[src/rtl/mmadd_pkg.sv]
package mmadd_pkg;

    // State encoding equals the exported step number; order is the behaviour.
    typedef enum logic [3:0] {
        ST_IDLE     = 4'd0,
        ST_LD_X     = 4'd1,
        ST_RD_X     = 4'd2,
        ST_TAKE_A   = 4'd3,
        ST_LD_Y     = 4'd4,
        ST_RD_Y     = 4'd5,
        ST_TAKE_B   = 4'd6,
        ST_SUM      = 4'd7,
        ST_PUT_SUM  = 4'd8,
        ST_LD_W     = 4'd9,
        ST_WR_W     = 4'd10
    } seq_state_t;

    typedef struct packed {
        logic mar_from_x;
        logic mar_from_y;
        logic mar_from_w;
        logic mdr_from_mem;
        logic mdr_from_sum;
        logic opa_load;
        logic opb_load;
        logic sum_load;
    } seq_ctl_t;

endpackage

[src/rtl/mmadd_alu.sv]
module mmadd_alu #(
    parameter int DATA_W = 8
) (
    input  logic [DATA_W-1:0] opa,
    input  logic [DATA_W-1:0] opb,
    output logic [DATA_W-1:0] sum
);
    localparam int FULL_W = DATA_W + 1;

    logic [FULL_W-1:0] full;

    always_comb begin
        full = {1'b0, opa} + {1'b0, opb};
        sum  = full[DATA_W-1:0];   // carry dropped: modulo 2^DATA_W
    end
endmodule

[src/rtl/mmadd_ctrl.sv]
module mmadd_ctrl
    import mmadd_pkg::*;
(
    input  logic        clk,
    input  logic        rst_n,
    input  logic        start,
    input  logic        mem_done,
    output seq_state_t  state_q,
    output seq_ctl_t    ctl,
    output logic        capture,
    output logic        mem_rd,
    output logic        mem_wr,
    output logic        busy,
    output logic        done
);
    seq_state_t state_d;

    always_ff @(posedge clk or negedge rst_n) begin
        if (!rst_n) begin
            state_q <= ST_IDLE;
            done    <= 1'b0;
        end else begin
            state_q <= state_d;
            done    <= (state_q == ST_WR_W) && mem_done;
        end
    end

    always_comb begin
        state_d = state_q;
        unique case (state_q)
            ST_IDLE:    if (start) state_d = ST_LD_X;
            ST_LD_X:    state_d = ST_RD_X;
            ST_RD_X:    if (mem_done) state_d = ST_TAKE_A;
            ST_TAKE_A:  state_d = ST_LD_Y;
            ST_LD_Y:    state_d = ST_RD_Y;
            ST_RD_Y:    if (mem_done) state_d = ST_TAKE_B;
            ST_TAKE_B:  state_d = ST_SUM;
            ST_SUM:     state_d = ST_PUT_SUM;
            ST_PUT_SUM: state_d = ST_LD_W;
            ST_LD_W:    state_d = ST_WR_W;
            ST_WR_W:    if (mem_done) state_d = ST_IDLE;
            default:    state_d = ST_IDLE;
        endcase
    end

    always_comb begin
        ctl     = '0;
        capture = 1'b0;
        mem_rd  = 1'b0;
        mem_wr  = 1'b0;
        unique case (state_q)
            ST_IDLE:    capture = start;
            ST_LD_X:    ctl.mar_from_x = 1'b1;
            ST_RD_X:    begin mem_rd = 1'b1; ctl.mdr_from_mem = mem_done; end
            ST_TAKE_A:  ctl.opa_load = 1'b1;
            ST_LD_Y:    ctl.mar_from_y = 1'b1;
            ST_RD_Y:    begin mem_rd = 1'b1; ctl.mdr_from_mem = mem_done; end
            ST_TAKE_B:  ctl.opb_load = 1'b1;
            ST_SUM:     ctl.sum_load = 1'b1;
            ST_PUT_SUM: ctl.mdr_from_sum = 1'b1;
            ST_LD_W:    ctl.mar_from_w = 1'b1;
            ST_WR_W:    mem_wr = 1'b1;
            default:    ctl = '0;
        endcase
    end

    assign busy = (state_q != ST_IDLE);

    p_rd_wr_excl_r3: assert property (@(posedge clk) disable iff (!rst_n)
        !(mem_rd && mem_wr));

    p_wait_mem_r4: assert property (@(posedge clk) disable iff (!rst_n)
        ((mem_rd || mem_wr) && !mem_done) |=> $stable(state_q));

    p_one_cycle_step_r9: assert property (@(posedge clk) disable iff (!rst_n)
        (busy && !mem_rd && !mem_wr) |=> (state_q != $past(state_q)));

    p_done_pulse_r6: assert property (@(posedge clk) disable iff (!rst_n)
        done |=> !done);

    p_done_in_idle_r6: assert property (@(posedge clk) disable iff (!rst_n)
        done |-> (state_q == ST_IDLE));

    p_start_ignored_r7: assert property (@(posedge clk) disable iff (!rst_n)
        (busy && !mem_wr && start) |=> busy);
endmodule

[src/rtl/mmadd_regs.sv]
module mmadd_regs
    import mmadd_pkg::*;
#(
    parameter int DATA_W = 8,
    parameter int ADDR_W = 8
) (
    input  logic              clk,
    input  logic              rst_n,
    input  logic              capture,
    input  logic [ADDR_W-1:0] x_in,
    input  logic [ADDR_W-1:0] y_in,
    input  logic [ADDR_W-1:0] w_in,
    input  seq_ctl_t          ctl,
    input  logic [DATA_W-1:0] mem_rdata,
    input  logic [DATA_W-1:0] alu_sum,
    output logic [ADDR_W-1:0] mar,
    output logic [DATA_W-1:0] mdr,
    output logic [DATA_W-1:0] opa,
    output logic [DATA_W-1:0] opb
);
    logic [ADDR_W-1:0] x_q, y_q, w_q;
    logic [DATA_W-1:0] res_q;

    // Address capture only on an accepted start
    always_ff @(posedge clk or negedge rst_n) begin
        if (!rst_n) begin
            x_q <= '0;
            y_q <= '0;
            w_q <= '0;
        end else if (capture) begin
            x_q <= x_in;
            y_q <= y_in;
            w_q <= w_in;
        end
    end

    always_ff @(posedge clk or negedge rst_n) begin
        if (!rst_n) begin
            mar <= '0;
        end else if (ctl.mar_from_x) begin
            mar <= x_q;
        end else if (ctl.mar_from_y) begin
            mar <= y_q;
        end else if (ctl.mar_from_w) begin
            mar <= w_q;
        end
    end

    always_ff @(posedge clk or negedge rst_n) begin
        if (!rst_n) begin
            mdr <= '0;
        end else if (ctl.mdr_from_mem) begin
            mdr <= mem_rdata;
        end else if (ctl.mdr_from_sum) begin
            mdr <= res_q;
        end
    end

    always_ff @(posedge clk or negedge rst_n) begin
        if (!rst_n) begin
            opa   <= '0;
            opb   <= '0;
            res_q <= '0;
        end else begin
            if (ctl.opa_load) opa   <= mdr;
            if (ctl.opb_load) opb   <= mdr;
            if (ctl.sum_load) res_q <= alu_sum;
        end
    end

    p_wrap_sum_r5: assert property (@(posedge clk) disable iff (!rst_n)
        ctl.sum_load |=> (res_q == DATA_W'($past(opa) + $past(opb))));

    p_mdr_gets_sum_r5: assert property (@(posedge clk) disable iff (!rst_n)
        ctl.mdr_from_sum |=> (mdr == $past(res_q)));
endmodule

[src/rtl/mmadd_seq.sv]
module mmadd_seq
    import mmadd_pkg::*;
#(
    parameter int DATA_W = 8,
    parameter int ADDR_W = 8
) (
    input  logic              clk,
    input  logic              rst_n,
    input  logic              start,
    input  logic [ADDR_W-1:0] x_addr,
    input  logic [ADDR_W-1:0] y_addr,
    input  logic [ADDR_W-1:0] w_addr,
    output logic              busy,
    output logic              done,
    output logic [3:0]        step,
    output logic [ADDR_W-1:0] mem_addr,
    output logic [DATA_W-1:0] mem_wdata,
    output logic              mem_rd,
    output logic              mem_wr,
    input  logic [DATA_W-1:0] mem_rdata,
    input  logic              mem_done
);
    seq_state_t        state_q;
    seq_ctl_t          ctl;
    logic              capture;
    logic [DATA_W-1:0] opa, opb, alu_sum;

    mmadd_ctrl u_ctrl (
        .clk      (clk),
        .rst_n    (rst_n),
        .start    (start),
        .mem_done (mem_done),
        .state_q  (state_q),
        .ctl      (ctl),
        .capture  (capture),
        .mem_rd   (mem_rd),
        .mem_wr   (mem_wr),
        .busy     (busy),
        .done     (done)
    );

    mmadd_regs #(.DATA_W(DATA_W), .ADDR_W(ADDR_W)) u_regs (
        .clk       (clk),
        .rst_n     (rst_n),
        .capture   (capture),
        .x_in      (x_addr),
        .y_in      (y_addr),
        .w_in      (w_addr),
        .ctl       (ctl),
        .mem_rdata (mem_rdata),
        .alu_sum   (alu_sum),
        .mar       (mem_addr),
        .mdr       (mem_wdata),
        .opa       (opa),
        .opb       (opb)
    );

    mmadd_alu #(.DATA_W(DATA_W)) u_alu (
        .opa (opa),
        .opb (opb),
        .sum (alu_sum)
    );

    assign step = state_q;

    p_addr_hold_r3: assert property (@(posedge clk) disable iff (!rst_n)
        ((mem_rd || mem_wr) && !mem_done) |=> $stable(mem_addr));

    p_idle_quiet_r1: assert property (@(posedge clk) disable iff (!rst_n)
        !busy |-> (!mem_rd && !mem_wr));
endmodule

[config.mk]
export PLATFORM = sky130hd
export DESIGN_NAME = mmadd_seq
export DESIGN_NICKNAME = d
export VERILOG_FILES = /design/src/rtl/mmadd_pkg.sv /design/src/rtl/mmadd_alu.sv /design/src/rtl/mmadd_ctrl.sv /design/src/rtl/mmadd_regs.sv /design/src/rtl/mmadd_seq.sv
export SDC_FILE = /design/constraint.sdc
export NUM_CORES = 1
export LEC_CHECK = 0
export CORE_ASPECT_RATIO = 0.9
export CORE_MARGIN = 8
export CORE_UTILIZATION = 45
export CTS_CLUSTER_DIAMETER = 40
export CTS_CLUSTER_SIZE = 16
export DETAILED_ROUTE_END_ITERATION = 16
export PLACE_DENSITY = 0.7
export SLEW_MARGIN = 20
export SYNTH_ARGS = -nofsm -noshare
export SYNTH_HDL_FRONTEND = slang
export SYNTH_SLANG_ARGS = --single-unit
export TNS_END_PERCENT = 30
[constraint.sdc]
create_clock -name clk -period 2.6 [get_ports clk]
set_input_delay 0.26 -clock clk [delete_from_list [all_inputs] [get_ports clk]]
set_output_delay 0.26 -clock clk [all_outputs]
set_load 0.005 [all_outputs]
==> results by group <==
CTS
  – CTS max path bufs: 2
  – Clock root buffer master: sky130_fd_sc_hd__clkbuf_8
  – Clock tree from TritonCTS: done
  – Clock slew at reported path FFs: roughly 0.08 ns
  – Clock tree sinks: 69
  – H-tree depth reported by CTS: 3
  – Number of CTS-inserted buffers: 9
  – Skew-Pair Late Insertion Delay: ~0.34 ns

Timing
  – Final Hold Violating Endpoints: 0
  – Final number of setup-violating endpoints: 0
  – Post-route setup TNS: 0 ns
  – Worst hold slack across all endpoints: approximately 0.49 ns
  – Achievable frequency: 0.422 GHz
  – Final Worst Setup Slack: around 0.23 ns
  – Final Max Slew Viols: 0
  – Final period util: between 90% and 100%
  – Unrepaired setup endpoints after global routing: false
  – Post-route clock skew: between 0.009 and 0.01 ns
  – Slew at the pin closest to its max-slew limit: 0.752 ns
  – Final critical-path required period: around 2.4 ns
  – Max-Slew Margin vs Limit: 49.9%

Global routing
  – Largest net degree at the start of global routing: 38
  – Number of global-route vias before repair: 2380
  – Number of antenna violations at the first check in global routing: 0
  – Global-route wire length before repair: between 10000 and 15000 microns
  – Remaining Overflow, GRT: 0
  – Total global routing track utilization: around 14%

Run status
  – Status: completed

Yosys
  – Instance count of the mapped netlist: 256
  – Post-Syn Nets: 300
  – Area share of the largest cell type after synthesis: between 50% and 60%
  – Share of the synthesized netlist area taken by xor and xnor gates: between 1 and 1.5%
  – Seq/Total Area, Yosys: a little over half
  – Number of distinct library cell variants in the gate-level netlist after synthesis: between 40 and 50
  – Avg Synthesized Cell Area: between 10 and 15 sq um
  – Multiplexer fraction of the synthesized cell area: between 20 and 25%
  – Synthesized-area fraction occupied by adder cells: approximately 3.3%
  – Cell type with the highest aggregate area in the netlist: sky130_fd_sc_hd__dfrtp_1
  – Number of flops mapped to enable cells by yosys: 0
  – Main combinational cell family by area after synthesis: multiplexers
  – Synth top area cells: sky130_fd_sc_hd__dfrtp_1 (53%), sky130_fd_sc_hd__mux2_2 (17%), sky130_fd_sc_hd__mux2i_1 (2.8%), sky130_fd_sc_hd__ha_1 (2.7%), sky130_fd_sc_hd__a21oi_1 (2.5%)
  – Synth Area in Compound Gates: 10.9%
  – Post-synthesis instance area: approximately 0.0032 sq mm
  – Simple-gate share of the synthesized area: around 8.6%
  – Synth Flop Type: sky130_fd_sc_hd__dfrtp_1
  – Register bit total from synthesis: 69
  – FFs w/ async S/R, synth: 100%
  – Synth warnings: 0

Placed design
  – Setup slack at placement: approximately 0.57 ns
  – Detailed placer's ending HPWL: between 4000 and 5000 microns
  – Routability congestion estimate: just under 0.8
  – Instance area after placement: 0.00395 sq mm
  – # port buffers: 59

Drt
  – Detailed Route Iter0 Violations: 78
  – Antenna viol nets, final: 0
  – Detailed Route WL: approximately 7000 microns
  – Average detailed-routed wire length per instance: roughly 16 microns
  – DR vias: around 2200
  – DR vias/cell: between 5 and 6
  – DR DRC count: 0
  – Count of TritonRoute iterations in the first routing pass: 4

Floorplanning
  – Number of cell rows: 29
  – Core region area: 0.00704 sq mm
  – Starting utilization of the core area: around 46%
  – Top Ports: 60
  – Height of the die: between 90 and 100 microns
  – Die area: approximately 0.010 sq mm
  – Width of the chip: 106 microns

Pwr
  – IR drop worst, VDD: between 0.0004 and 0.0005 V
  – Switching power share of the total: 34.5%
  – Power consumption: between 4 and 5 mW
  – Power per cell area: ~1200 mW/mm^2
  – Clk pwr share: between 10% and 20%
  – Psw: approximately 1.7 mW
  – Fraction of power consumed by combinational cells: 44.6%
  – P_leak: around 1.8 nW
  – Total internal power: between 3 and 4 mW
  – Sequential power share: about 40%

Worst hold path
  – Worst hold start: u_regs.res_q[4]
  – Worst hold-check path type: flop to flop

Flow run
  – Number of maximum-capacitance constraint violations: 0

Critical path
  – Setup crit end kind: output pin
  – Delay contributed by the slowest stage of the critical path: 0.55 ns
  – Ordered cell list for the critical path: or3b_4, a21oi_1, clkdlybuf4s50_1
  – Maximum net fanout on the critical path: 14
  – Required time of the critical path: 2.34 ns
  – RR Startpoint: u_ctrl.state_q[2]
  – Cell with the largest stage delay on the worst path: sky130_fd_sc_hd__dfrtp_1
  – Kind of start point of the critical path: flop
  – Arrival @ worst endpoint: ~2.1 ns
  – Setup CP Type: flop to output pin
  – Source of the critical timing path: u_ctrl.state_q[0]

Finish
  – Count of antenna diodes in the layout: 0
  – Fraction of final layout cells with drive strength greater than 1: between 20% and 30%
  – Final net count: about 370
  – Post-Layout Inst Area: 0.00413 sq mm
  – Syn-to-layout area delta: 27.1%
final cells by class:
cell class / instances / area (sq um)
inverter: 3 / 11.3
sequential: 69 / 1730
clock inverter: 6 / 40.0
clock buffer: 10 / 128
tap: 93 / 116
timing repair buffer: 67 / 661
fill: 610 / 2910
multi-input combinational: 174 / 1450
worst max-delay path: cells and delay by family (launching register included):
kind,cells,cell delay (ns)
flops,1,0.55
buf+inv,1,0.53
simple gates,1,0.49
compound gates,1,0.20
timing repair:
item / in CTS / in global routing
resized for setup: 0 / 0
buffers inserted: 0 / 0
hold buffers: 1 / 0
hold endpoints to repair: 13 / 0
layout by cell type (no fill, tap or decap), drive strengths merged, types with 3 or more instances in the layout:
cell type,Yosys,final
a21o,10,10
a21oi,16,16
a22o,8,8
buf,7,8
clkbuf,3,10
clkdlybuf4s50,0,58
clkinv,0,5
dfrtp,69,69
ha,7,7
inv,3,3
mux2,50,50
mux2i,9,9
nand2,11,11
nand3,4,4
nor2,18,18
nor3,4,4
o21ai,9,9
xnor2,3,3
state kept, by name (all words and copies together) (netlist names):
name	cells
u_regs.opa	8
u_regs.y_q	8
u_regs.w_q	8
u_regs.opb	8
u_ctrl.done	1
u_regs.mar	8
u_regs.res_q	8
u_ctrl.state_q	4
u_regs.mdr	8
u_regs.x_q	8
stage by stage:
stage | std cells | util (%)
after CTS | 422 | 58.7
after global routing | 422 | 58.7
after detailed placement | 405 | 56.1
after global placement | 405 | 56.1
after floorplan | 256 | -
final | 422 | 58.7
power by group through the flow:
stage	logic [mW]	clock network, mW	registers [mW]
after CTS	2.20	0.769	1.98
after detailed placement	2.20	0	1.99
after global routing	2.41	0.813	2.05
after global placement	2.15	0	1.97
final	2.18	0.740	1.97
after floorplan	1.56	0	1.85
cell families (layout without fill, tap and decap cells):
kind of cell             Yosys count  count (layout)
flip-flops                        69              69
multiplexers                      59              59
AO/OA/AOI/OAI                     52              52
AND/OR/NAND/NOR                   50              50
buffers and inverters             13              86
adder cells (fa/ha/maj)            8               8
XOR/XNOR                           5               5
path summary, 6_finish.rpt:
kind                                        end  slack (ns)  depth (start not counted)
worst max-delay path                     mem_rd        0.23                          3
worst min-delay path            u_regs.res_q[4]        0.49                          2
worst max register to register    u_regs.mar[2]        0.54                          4
worst min register to register  u_regs.res_q[4]        0.49                          2
max in group asynchronous         u_regs.mdr[0]        1.40                          3
min in group asynchronous         u_regs.w_q[7]        0.55                          2
per-layer routing:
layer	routed length [microns]	part of all wire (%)	track usage, %
met1	3120	46	17.3
met2	3310	48	22.5
met3	320	4.7	4.64
met4	99	1.4	4.97
met5	0	0	0
synthesized netlist by cell type (all sizes together) (2+ instances only):
library cell	instances
inv	3
or4	2
clkbuf	3
or2b	2
mux2i	9
a21oi	16
a211oi	2
nand3	4
o21ai	9
o21a	2
a31oi	2
nor3b	2
nand2	11
xor2	2
nor2	18
ha	7
buf	7
xnor2	3
nor3	4
a22o	8
dfrtp	69
a21o	10
mux2	50
No activity file was read; power rests on OpenSTA's default activity.
